===== config.mk =====
export PLATFORM = sky130hd
export DESIGN_NAME = agu_indirect_top
export DESIGN_NICKNAME = d
export VERILOG_FILES = /design/src/rtl/agu_pkg.sv /design/src/rtl/agu_mode_decode.sv /design/src/rtl/agu_ptr_math.sv /design/src/rtl/agu_out_stage.sv /design/src/rtl/agu_indirect_top.sv
export SDC_FILE = /design/constraint.sdc
export NUM_CORES = 1
export LEC_CHECK = 0
export BUFFER_PORTS_ARGS = -buffer_cell sky130_fd_sc_hd__clkbuf_2
export CORE_AREA = 2 2 97 99
export DETAILED_ROUTE_END_ITERATION = 12
export DIE_AREA = 0 0 99 101
export PLACE_DENSITY = 0.5
export RECOVER_POWER = 25
export SYNTH_ARGS = -nofsm -noshare
export SYNTH_HDL_FRONTEND = slang
export SYNTH_HIERARCHICAL = 1
export SYNTH_SLANG_ARGS = --single-unit

===== constraint.sdc =====
create_clock -name clk -period 4.5 [get_ports clk]
set_input_delay 0.9 -clock clk [delete_from_list [all_inputs] [get_ports clk]]
set_output_delay 0.9 -clock clk [all_outputs]
set_load 0.005 [all_outputs]

===== src/rtl/agu_pkg.sv =====
package agu_pkg;

   localparam int AGU_MODE_W = 3;

   typedef enum logic [AGU_MODE_W-1:0] {
      AM_DIRECT   = 3'd0,
      AM_IND      = 3'd1,
      AM_POST_DEC = 3'd2,
      AM_POST_INC = 3'd3,
      AM_PRE_DEC  = 3'd4,
      AM_PRE_INC  = 3'd5,
      AM_SHORT_A  = 3'd6,
      AM_SHORT_B  = 3'd7
   } agu_mode_e;

   typedef struct packed {
      logic direct;   // register operand, no memory
      logic access;   // memory access through pointer
      logic modify;   // pointer is written back
      logic pre;      // modify before access
      logic inc;      // step up (else down)
      logic lit;      // immediate operand
      logic bad;      // unsupported code
   } agu_dec_t;

endpackage


===== src/rtl/agu_mode_decode.sv =====
module agu_mode_decode
   import agu_pkg::*;
(
   input  logic                  valid,
   input  logic [AGU_MODE_W-1:0] mode,
   input  logic                  lit_form,
   output agu_dec_t              dec
);

   always_comb begin
      dec = '0;
      if (valid) begin
         case (agu_mode_e'(mode))
            AM_DIRECT:   dec.direct = 1'b1;
            AM_IND:      dec.access = 1'b1;
            AM_POST_DEC: begin
               dec.access = 1'b1;
               dec.modify = 1'b1;
            end
            AM_POST_INC: begin
               dec.access = 1'b1;
               dec.modify = 1'b1;
               dec.inc    = 1'b1;
            end
            AM_PRE_DEC: begin
               dec.access = 1'b1;
               dec.modify = 1'b1;
               dec.pre    = 1'b1;
            end
            AM_PRE_INC: begin
               dec.access = 1'b1;
               dec.modify = 1'b1;
               dec.pre    = 1'b1;
               dec.inc    = 1'b1;
            end
            default: begin
               if (lit_form) dec.lit = 1'b1;
               else          dec.bad = 1'b1;
            end
         endcase
      end
   end

endmodule


===== src/rtl/agu_ptr_math.sv =====
module agu_ptr_math
   import agu_pkg::*;
#(
   parameter int DATA_W = 16,
   parameter int STRIDE = 2
) (
   input  logic [DATA_W-1:0] ptr,
   input  agu_dec_t          dec,
   output logic [DATA_W-1:0] next_ptr,
   output logic [DATA_W-1:0] eff_addr
);

   localparam logic [DATA_W-1:0] STEP = DATA_W'(STRIDE);

   generate
      if (STRIDE < 1 || STRIDE > 64) begin : g_bad_stride
         $error("agu_ptr_math: STRIDE out of range");
      end
   endgenerate

   logic [DATA_W-1:0] up_val;
   logic [DATA_W-1:0] dn_val;

   // Both directions computed in parallel; modulo wrap comes from width.
   assign up_val   = ptr + STEP;
   assign dn_val   = ptr - STEP;
   assign next_ptr = dec.inc ? up_val : dn_val;
   assign eff_addr = dec.pre ? next_ptr : ptr;

endmodule


===== src/rtl/agu_out_stage.sv =====
module agu_out_stage
   import agu_pkg::*;
#(
   parameter int DATA_W     = 16,
   parameter int IDX_W      = 4,
   parameter int LIT_W      = 5,
   parameter int FIELD_W    = 5,
   parameter bit LIT_SIGNED = 1'b0
) (
   input  logic               clk,
   input  logic               rst_n,
   input  agu_dec_t           dec,
   input  logic [FIELD_W-1:0] field,
   input  logic               is_write,
   input  logic               ptr_undef,
   input  logic [DATA_W-1:0]  next_ptr,
   input  logic [DATA_W-1:0]  eff_addr,
   output logic               mem_rd_en,
   output logic               mem_wr_en,
   output logic [DATA_W-1:0]  mem_addr,
   output logic               mem_unknown,
   output logic               ptr_we,
   output logic [IDX_W-1:0]   ptr_idx,
   output logic [DATA_W-1:0]  ptr_data,
   output logic               ptr_unknown,
   output logic               dir_sel,
   output logic [IDX_W-1:0]   dir_idx,
   output logic               lit_valid,
   output logic [DATA_W-1:0]  lit_value,
   output logic               illegal_mode
);

   logic [DATA_W-1:0] lit_ext;
   logic [IDX_W-1:0]  reg_num;

   assign reg_num = field[IDX_W-1:0];

   generate
      if (LIT_W >= DATA_W) begin : g_bad_lit
         $error("agu_out_stage: LIT_W must be narrower than DATA_W");
      end
      if (LIT_SIGNED) begin : g_lit_sext
         assign lit_ext = {{(DATA_W-LIT_W){field[LIT_W-1]}}, field[LIT_W-1:0]};
      end else begin : g_lit_zext
         assign lit_ext = {{(DATA_W-LIT_W){1'b0}}, field[LIT_W-1:0]};
      end
   endgenerate

   logic              n_rd, n_wr, n_unk, n_we, n_punk, n_dir, n_lit, n_bad;
   logic [DATA_W-1:0] n_addr, n_pdata, n_lval;
   logic [IDX_W-1:0]  n_pidx, n_didx;

   always_comb begin
      n_rd    = dec.access & ~is_write;
      n_wr    = dec.access & is_write & ~ptr_undef;
      n_unk   = dec.access & ptr_undef;
      n_addr  = dec.access ? eff_addr : '0;
      n_we    = dec.modify;
      n_pidx  = dec.modify ? reg_num : '0;
      n_pdata = dec.modify ? next_ptr : '0;
      n_punk  = dec.modify & ptr_undef;
      n_dir   = dec.direct;
      n_didx  = dec.direct ? reg_num : '0;
      n_lit   = dec.lit;
      n_lval  = dec.lit ? lit_ext : '0;
      n_bad   = dec.bad;
   end

   always_ff @(posedge clk) begin
      if (!rst_n) begin
         mem_rd_en    <= 1'b0;
         mem_wr_en    <= 1'b0;
         mem_addr     <= '0;
         mem_unknown  <= 1'b0;
         ptr_we       <= 1'b0;
         ptr_idx      <= '0;
         ptr_data     <= '0;
         ptr_unknown  <= 1'b0;
         dir_sel      <= 1'b0;
         dir_idx      <= '0;
         lit_valid    <= 1'b0;
         lit_value    <= '0;
         illegal_mode <= 1'b0;
      end else begin
         mem_rd_en    <= n_rd;
         mem_wr_en    <= n_wr;
         mem_addr     <= n_addr;
         mem_unknown  <= n_unk;
         ptr_we       <= n_we;
         ptr_idx      <= n_pidx;
         ptr_data     <= n_pdata;
         ptr_unknown  <= n_punk;
         dir_sel      <= n_dir;
         dir_idx      <= n_didx;
         lit_valid    <= n_lit;
         lit_value    <= n_lval;
         illegal_mode <= n_bad;
      end
   end

endmodule


===== src/rtl/agu_indirect_top.sv =====
module agu_indirect_top
   import agu_pkg::*;
#(
   parameter int DATA_W     = 16,
   parameter int REG_CNT    = 16,
   parameter int STRIDE     = 2,
   parameter int LIT_W      = 5,
   parameter bit LIT_SIGNED = 1'b0,
   localparam int IDX_W     = $clog2(REG_CNT),
   localparam int FIELD_W   = (LIT_W > IDX_W) ? LIT_W : IDX_W
) (
   input  logic                  clk,
   input  logic                  rst_n,
   input  logic                  req_valid,
   input  logic [AGU_MODE_W-1:0] req_mode,
   input  logic [FIELD_W-1:0]    req_field,
   input  logic                  req_write,
   input  logic                  req_lit_form,
   output logic [IDX_W-1:0]      rf_rd_idx,
   input  logic [DATA_W-1:0]     rf_rd_data,
   input  logic                  rf_rd_undef,
   output logic                  mem_rd_en,
   output logic                  mem_wr_en,
   output logic [DATA_W-1:0]     mem_addr,
   output logic                  mem_unknown,
   output logic                  ptr_we,
   output logic [IDX_W-1:0]      ptr_idx,
   output logic [DATA_W-1:0]     ptr_data,
   output logic                  ptr_unknown,
   output logic                  dir_sel,
   output logic [IDX_W-1:0]      dir_idx,
   output logic                  lit_valid,
   output logic [DATA_W-1:0]     lit_value,
   output logic                  illegal_mode
);

   generate
      if (REG_CNT < 2 || (1 << IDX_W) != REG_CNT) begin : g_bad_regs
         $error("agu_indirect_top: REG_CNT must be a power of two");
      end
      if (DATA_W < 8) begin : g_bad_width
         $error("agu_indirect_top: DATA_W too small");
      end
   endgenerate

   agu_dec_t          dec;
   logic [DATA_W-1:0] next_ptr;
   logic [DATA_W-1:0] eff_addr;

   assign rf_rd_idx = req_field[IDX_W-1:0];

   agu_mode_decode i_dec (
      .valid    (req_valid),
      .mode     (req_mode),
      .lit_form (req_lit_form),
      .dec      (dec)
   );

   agu_ptr_math #(
      .DATA_W (DATA_W),
      .STRIDE (STRIDE)
   ) i_math (
      .ptr      (rf_rd_data),
      .dec      (dec),
      .next_ptr (next_ptr),
      .eff_addr (eff_addr)
   );

   agu_out_stage #(
      .DATA_W     (DATA_W),
      .IDX_W      (IDX_W),
      .LIT_W      (LIT_W),
      .FIELD_W    (FIELD_W),
      .LIT_SIGNED (LIT_SIGNED)
   ) i_out (
      .clk          (clk),
      .rst_n        (rst_n),
      .dec          (dec),
      .field        (req_field),
      .is_write     (req_write),
      .ptr_undef    (rf_rd_undef),
      .next_ptr     (next_ptr),
      .eff_addr     (eff_addr),
      .mem_rd_en    (mem_rd_en),
      .mem_wr_en    (mem_wr_en),
      .mem_addr     (mem_addr),
      .mem_unknown  (mem_unknown),
      .ptr_we       (ptr_we),
      .ptr_idx      (ptr_idx),
      .ptr_data     (ptr_data),
      .ptr_unknown  (ptr_unknown),
      .dir_sel      (dir_sel),
      .dir_idx      (dir_idx),
      .lit_valid    (lit_valid),
      .lit_value    (lit_value),
      .illegal_mode (illegal_mode)
   );

endmodule


==> summary.md, run 1 <==
| Metric | Value |
|---|---|
| P per Cell Area | 312 mW/mm² |
| Synth top area share | 0.405 |
| RSZ-0062 raised after global routing | false |
| CP cell instances | clkbuf_2, xnor2_1, nor2_1, inv_1, ha_1, a21o_1, a21o_1, o2111a_1, o31a_1, or3_1, and2_2, and3_2 |
| CTS tree | done |
| FFs w/ async S/R, synth | 0 |
| Detail Route Antenna Nets | 0 |
| Max_cap viols | 1 |
| Post-route DRC | 0 |
| Compound-Gate Fraction of Synth Area | 0.122 |
| Cell area after synthesis | 0.00262 mm² |
| # setup viols final | 0 |
| Max-slew headroom | -0.108 |
| Seq pwr share | 0.500 |
| Clock network power share | 0.286 |
| Setup_tns | 0 ns |
| DR WL/cell | 13.2 µm |
| WP data required | 4.70 ns |
| Worst-margin pin slew | 1.66 ns |
| Adder-cell share of the synthesized area | 0.0792 |
| Core area | 0.00898 mm² |
| Worst EP arrival | 3.92 ns |
| Final Cycle Share | 0.827 |
| Post-cts sizing count | 0 |
| Post-CTS Repair Setup Buffers | 0 |
| Hold Buf Count CTS | 0 |
| Fin crit period | 3.72 ns |
| Crit-path max cell delay | 0.42 ns |
| Post-Synth XOR/XNOR Area | 0.0401 |
| Syn Area/Cell | 9.61 µm² |
| P_sw | 0.287 mW |
| Clock root buffer master | clkbuf_8 |
| Global Route met1 Usage | 0.162 |
| Achievable clock frequency | 0.269 GHz |
| Combinational family with the most area after synthesis | simple AND/OR/NAND/NOR gates |
| Hold WC Path Type | primary input to flip-flop |
| H-tree depth | 2 |
| Crit path buffers/inverters | 2 |
| Area leader, netlist | dfxtp_1 |
| Synth Warn # | 6 |
| Worst-path maximum fanout | 9 |
| Vias in the first global route | 2031 |
| Mux contribution to synthesized area | 0.0339 |
| Cells after synthesis | 273 |
| Slowest CP cell | ha_1 |
| Num CTS Buffers | 5 |
| Routed wire length | 6100 µm |
| Global-route wire length before repair | 10000 µm |
| RD Place Congestion | 0.836 |
| Final Instance Count excl. Fillers | 462 |
| IO Count | 98 |
| Clock Path Buffers | 2 |
| Crit path max-delay family | simple AND/OR/NAND/NOR gates |
| Die area | 0.0100 mm² |
| Final net count | 396 |
| Met3 global-route usage | 0.0361 |
| Leak | 1.62 nW |
| Starting Density | 0.292 |
| Netlist cell types | 57 |
| Most frequent CP cell | a21o_1 |
| Post-DP HPWL | 4550 µm |
| Combinational share of power | 0.214 |
| Die W | 99 µm |
| Number of synthesized register bits | 53 |
| Hold Violations, Final | 0 |
| Synth area leaders | dfxtp_1 40%, and3_1 8.3%, ha_1 7.2% |
| Number of I/O port buffers | 86 |
| Ant. Diodes | 0 |
| Clock Sinks | 53 |
| Post-synth EDFFs | 0 |
| GR peak layer | met2 |
| Share of layout cells above drive strength 1 | 0.356 |
| Post-Place Cells | 454 |
| Failing checks | max-capacitance violations, max-slew violations |
| Crit start category | primary input |
| Initial antenna violation count | 0 |
| # rows | 35 |
| Initial drt markers | 62 |
| Critical Path End Type | flip-flop |
| Vias per cell | 4.62 |
| Primary FF master, synth | dfxtp_1 |
| Synth Area in Simple Gates | 0.236 |
| Largest net degree at the start of global routing | 54 |
| Status | finished with violations |
| Global Route Usage Sum | 0.126 |
| Sw frac | 0.292 |
| WS Path Type | primary input to flip-flop |
| Area growth syn-to-layout | 20.4% |
| Post-route setup slack | 0.778 ns |
| Gr ovfl total | 0 |
| DR vias | 2135 |
| Final hold slack | 0.828 ns |
| Clk slew on worst S/H paths | 0.10 ns |
| Register area share after synthesis | 0.405 |
| DRT Pass-1 Iters | 4 |
| Max-slew violations | 54 |
| DP Worst Slack | 0.424 ns |
| Die Ht | 101 µm |
| Peak supply drop | 139 µV |
| Internal Pwr Total | 0.697 mW |
| Grt met2 use | 0.202 |
-- cells in the final DEF (no fill, tap or decap), types with 3 or more instances in the layout --
master and count:
a21o_1 8, dfxtp_1 53, clkbuf_2 81, nor2b_1 5, o21ai_0 4, mux2_2 7, clkbuf_8 5, nor2_1 10
and2_1 4, nand2_1 8, inv_1 9, a21oi_1 10, and3_2 18, xnor2_1 10, conb_1 11, nand2b_1 3
clkbuf_1 5, and3_1 35, ha_1 15
-- logic make-up (layout without fill, tap and decap cells) --
| group | Yosys count | count (layout) |
|---|---|---|
| buffers and inverters | 39 | 107 |
| muxes | 8 | 8 |
| xor gates and xnor gates | 12 | 12 |
| AOI/OAI and AO/OA | 45 | 45 |
| DFF | 53 | 53 |
| adders and majority gates | 16 | 16 |
| and+or+nand+nor | 99 | 99 |
| other | 1 | 11 |
-- per-stage QoR --
step	cell area (µm²)	total power, mW	util
3_3_place_gp	3070	0.715	0.342
3_5_place_dp	3070	0.715	0.342
5_1_grt	3160	1.05	0.352
2_1_floorplan	2660	0.655	-
6_report	3160	0.984	0.352
4_1_cts	3160	1.00	0.352
-- Yosys cell counts (all sizes together) (2+ instances only) --
master,n
nand2b,3
a21o,8
dfxtp,53
o31ai,2
o21ai,5
clkbuf,10
o21a,2
nor2,10
nand3,2
inv,10
o32ai,2
nor3,2
o211ai,2
a21oi,10
mux2,7
xor2,2
xnor2,10
and3,53
and2,6
a211oi,2
ha,15
nor2b,5
buf,18
nand2,8
-- power by group through the flow --
stage                     clock network, mW  logic [mW]  registers [mW]
after floorplan                           0       0.151           0.505
after global placement                    0       0.212           0.503
after detailed placement                  0       0.213           0.503
after CTS                             0.295       0.214           0.492
after global routing                  0.316       0.240           0.494
final                                 0.281       0.211           0.491
-- final cells by class --
type	instances	area, µm²
Clock inverter	3	26.3
Inverter	11	41.3
Multi-Input combinational cell	191	1380
Sequential cell	53	1060
Fill cell	942	5820
Clock buffer	5	68.8
Tap cell	111	139
Timing Repair Buffer	88	439
-- flip-flops by register name (all words and copies together) (netlist names) --
signal,count
i_out/dir_idx,4
i_out/dir_sel,1
i_out/illegal_mode,1
i_out/lit_valid,1
i_out/lit_value,5
i_out/mem_addr,16
i_out/mem_rd_en,1
i_out/mem_unknown,1
i_out/mem_wr_en,1
i_out/ptr_data,16
i_out/ptr_idx,4
i_out/ptr_unknown,1
i_out/ptr_we,1
-- routing by layer --
metal | vias up | routed length (µm)
li1 | 1098 | -
met1 | 962 | 2810
met2 | 69 | 2720
met3 | 6 | 462
met5 | - | 0
met4 | 0 | 108
-- path summary, 6_finish.rpt --
path | from | end | slack, ns | cells past startpoint
max | req_mode[2] | i_out/ptr_data[12] | 0.78 | 12
min | req_field[4] | i_out/lit_value[4] | 0.83 | 2
No activity file was read; power rests on OpenSTA's default activity.
==> inputs of run 2 (changes only) <==
Settings changed: ABC_AREA set to 1, CORE_AREA 2 2 97 99 to 2 2 100 102, DIE_AREA 0 0 99 101 to 0 0 102 104.
Clock period 4.5 ns to 3.43 ns, I/O delays scaled along.
==> summary.md, run 2 <==
| Metric | Value |
|---|---|
| Status | finished, final reports clean |
| Crit start category | primary input |
| WP data required | 3.60 ns |
| Clk slew on worst S/H paths | 0.10 ns |
| Critical Path End Type | flip-flop |
| Global Route Usage Sum | 0.129 |
| Cells after synthesis | 416 |
| DR WL/cell | 10.8 µm |
| Die area | 0.0106 mm² |
| Primary FF master, synth | dfxtp_1 |
| Peak supply drop | 151 µV |
| CTS tree | done |
| Number of synthesized register bits | 53 |
| Max-slew headroom | 0.404 |
| Synth area leaders | dfxtp_1 38%, nand2_1 16%, inv_1 13% |
| Num CTS Buffers | 5 |
| Post-CTS Repair Setup Buffers | 0 |
| Design Area, Final | 0.00334 mm² |
| Worst-margin pin slew | 0.893 ns |
| Post-cts sizing count | 0 |
| WS Path Type | primary input to flip-flop |
| Starting Density | 0.291 |
| Detail Route Antenna Nets | 0 |
| Vias per cell | 3.94 |
| Fin crit period | 2.82 ns |
| IO Count | 98 |
| Post-Synth XOR/XNOR Area | 0.0279 |
| Most common cell in the synthesized netlist | nand2_1 |
| P per Cell Area | 390 mW/mm² |
| Post-Place Cells | 624 |
| Worst-path maximum fanout | 13 |
| Compound-Gate Fraction of Synth Area | 0.0157 |
| # setup viols final | 0 |
| DR vias | 2493 |
| Die Ht | 104 µm |
| Ant. Diodes | 0 |
| Syn Area/Cell | 6.69 µm² |
| Core area | 0.00955 mm² |
| DRT Pass-1 Iters | 4 |
| Netlist cell types | 26 |
| Final net count | 544 |
| Final Cycle Share | 0.822 |
| Clock Sinks | 53 |
| Post-route DRC | 0 |
| Leak | 2.03 nW |
| Mux contribution to synthesized area | 0 |
| Final Instance Count excl. Fillers | 632 |
| Adder-cell share of the synthesized area | 0.0747 |
| Initial antenna violation count | 0 |
| Synth Area in Simple Gates | 0.315 |
| Number of I/O port buffers | 86 |
| # rows | 36 |
| Largest regs | i_out/mem_addr x16, i_out/ptr_data x16, i_out/lit_value x5 |
| Die W | 102 µm |
| Setup_tns | 0 ns |
| Hold WC Path Type | primary input to flip-flop |
| Synth Warn # | 6 |
| H-tree depth | 2 |
| Gr ovfl total | 0 |
| Post-DP HPWL | 5400 µm |
| FFs w/ async S/R, synth | 0 |
| Post-Route Utilization | 0.350 |
| Max_cap viols | 0 |
| Global-route wire length before repair | 11000 µm |
| Synth top area share | 0.381 |
| RD Place Congestion | 0.823 |
| Tot Pwr | 1.30 mW |
| Achievable clock frequency | 0.355 GHz |
| Clock Path Buffers | 2 |
| Share of layout cells above drive strength 1 | 0.188 |
| Clock root buffer master | clkbuf_8 |
| Post-synth EDFFs | 0 |
| Hold Violations, Final | 0 |
| Hold Buf Count CTS | 0 |
| Register area share after synthesis | 0.381 |
| Area leader, netlist | dfxtp_1 |
| RSZ-0062 raised after global routing | false |
| Initial drt markers | 74 |
| Cell Area, Placed | 0.00327 mm² |
| Vias in the first global route | 2297 |
| Most frequent cells in the layout | 115 x nand2_1, 93 x inv_1, 77 x clkbuf_2, 63 x nor2_1, 53 x dfxtp_1 |
| Area growth syn-to-layout | 20.2% |
| Max-slew violations | 0 |
| Cell area after synthesis | 0.00278 mm² |
| Synth cell count leaders | 115 x nand2_1, 93 x inv_1, 63 x nor2_1, 53 x dfxtp_1 |
| Commonest non-fill, non-tap cell in the layout | nand2_1 |
| Combinational family with the most area after synthesis | simple AND/OR/NAND/NOR gates |
| Largest net degree at the start of global routing | 23 |
| Worst EP arrival | 2.99 ns |
| Routed wire length | 6840 µm |
==> run 2: cell types whose count changed after synthesis, moves of 4 or more <==
| cell | delta |
|---|---|
| inv_1 | +84 |
| nand3_1 | +15 |
| xor2_1 | +4 |
| mux2_2 | -7 |
| nor2_1 | +53 |
| nand2_1 | +107 |
| and3_1 | -35 |
| and3_2 | -18 |
| nor2b_1 | -5 |
| a21o_1 | -8 |
| xnor2_1 | -9 |
| clkbuf_2 | -5 |
| a21oi_1 | -4 |
| clkbuf_1 | -4 |
==> run 2: cells by family after synthesis <==
group           after synthesis
simple gates                214
xor+xnor                      8
fa+ha+maj                    16
other cells                   1
compound gates                8
buf+inv                     116
flops                        53
==> run 2: area by class of cell <==
cell class | count | area (µm²)
Timing Repair Buffer | 87 | 427
Tap cell | 133 | 166
Inverter | 94 | 353
Multi-Input combinational cell | 257 | 1250
Fill cell | 1065 | 6210
Sequential cell | 53 | 1060
Clock inverter | 2 | 15.0
Clock buffer | 6 | 72.6
==> run 2: path summary, 6_finish.rpt <==
check	from	to	slack, ns	cells after the start
max	req_mode[1]	i_out/ptr_data[15]	0.61	16
min	req_write	i_out/mem_rd_en	0.55	2
==> run 2: metal layers <==
layer,vias to the layer above,track usage,share of wire
met5,-,0,0
met4,0,0.0238,0.0077
met3,7,0.0255,0.066
met2,83,0.215,0.45
met1,1059,0.172,0.47
li1,1344,-,-
==> run 2: worst max-delay path, cell delays in order <==
cell and delay [ns]:
clkbuf_1 0.18, inv_1 0.09, nand2_1 0.07, nand2_1 0.06, nor2_2 0.19, inv_1 0.30, ha_1 0.46, nand2_1 0.12
inv_1 0.06, nand2_1 0.06, nand2_1 0.06, a21oi_1 0.25, nand3_1 0.13, and2_1 0.18, inv_1 0.05, nor2_1 0.03
==> run 2: through the flow <==
stage / hold WS (ns) / worst slack, ns
6_report: 0.550 / 0.612
5_1_grt: 0.539 / 0.319
4_1_cts: 0.544 / 0.717
3_5_place_dp: 0.874 / 0.379
3_3_place_gp: 0.870 / 0.432
2_1_floorplan: 0.758 / 1.01
==> run 2: power by group <==
group	internal, mW	switching, mW	total (mW)
clock network	0.145	0.219	0.363
registers	0.638	0.00638	0.644
logic	0.113	0.182	0.295
total	0.895	0.407	1.30
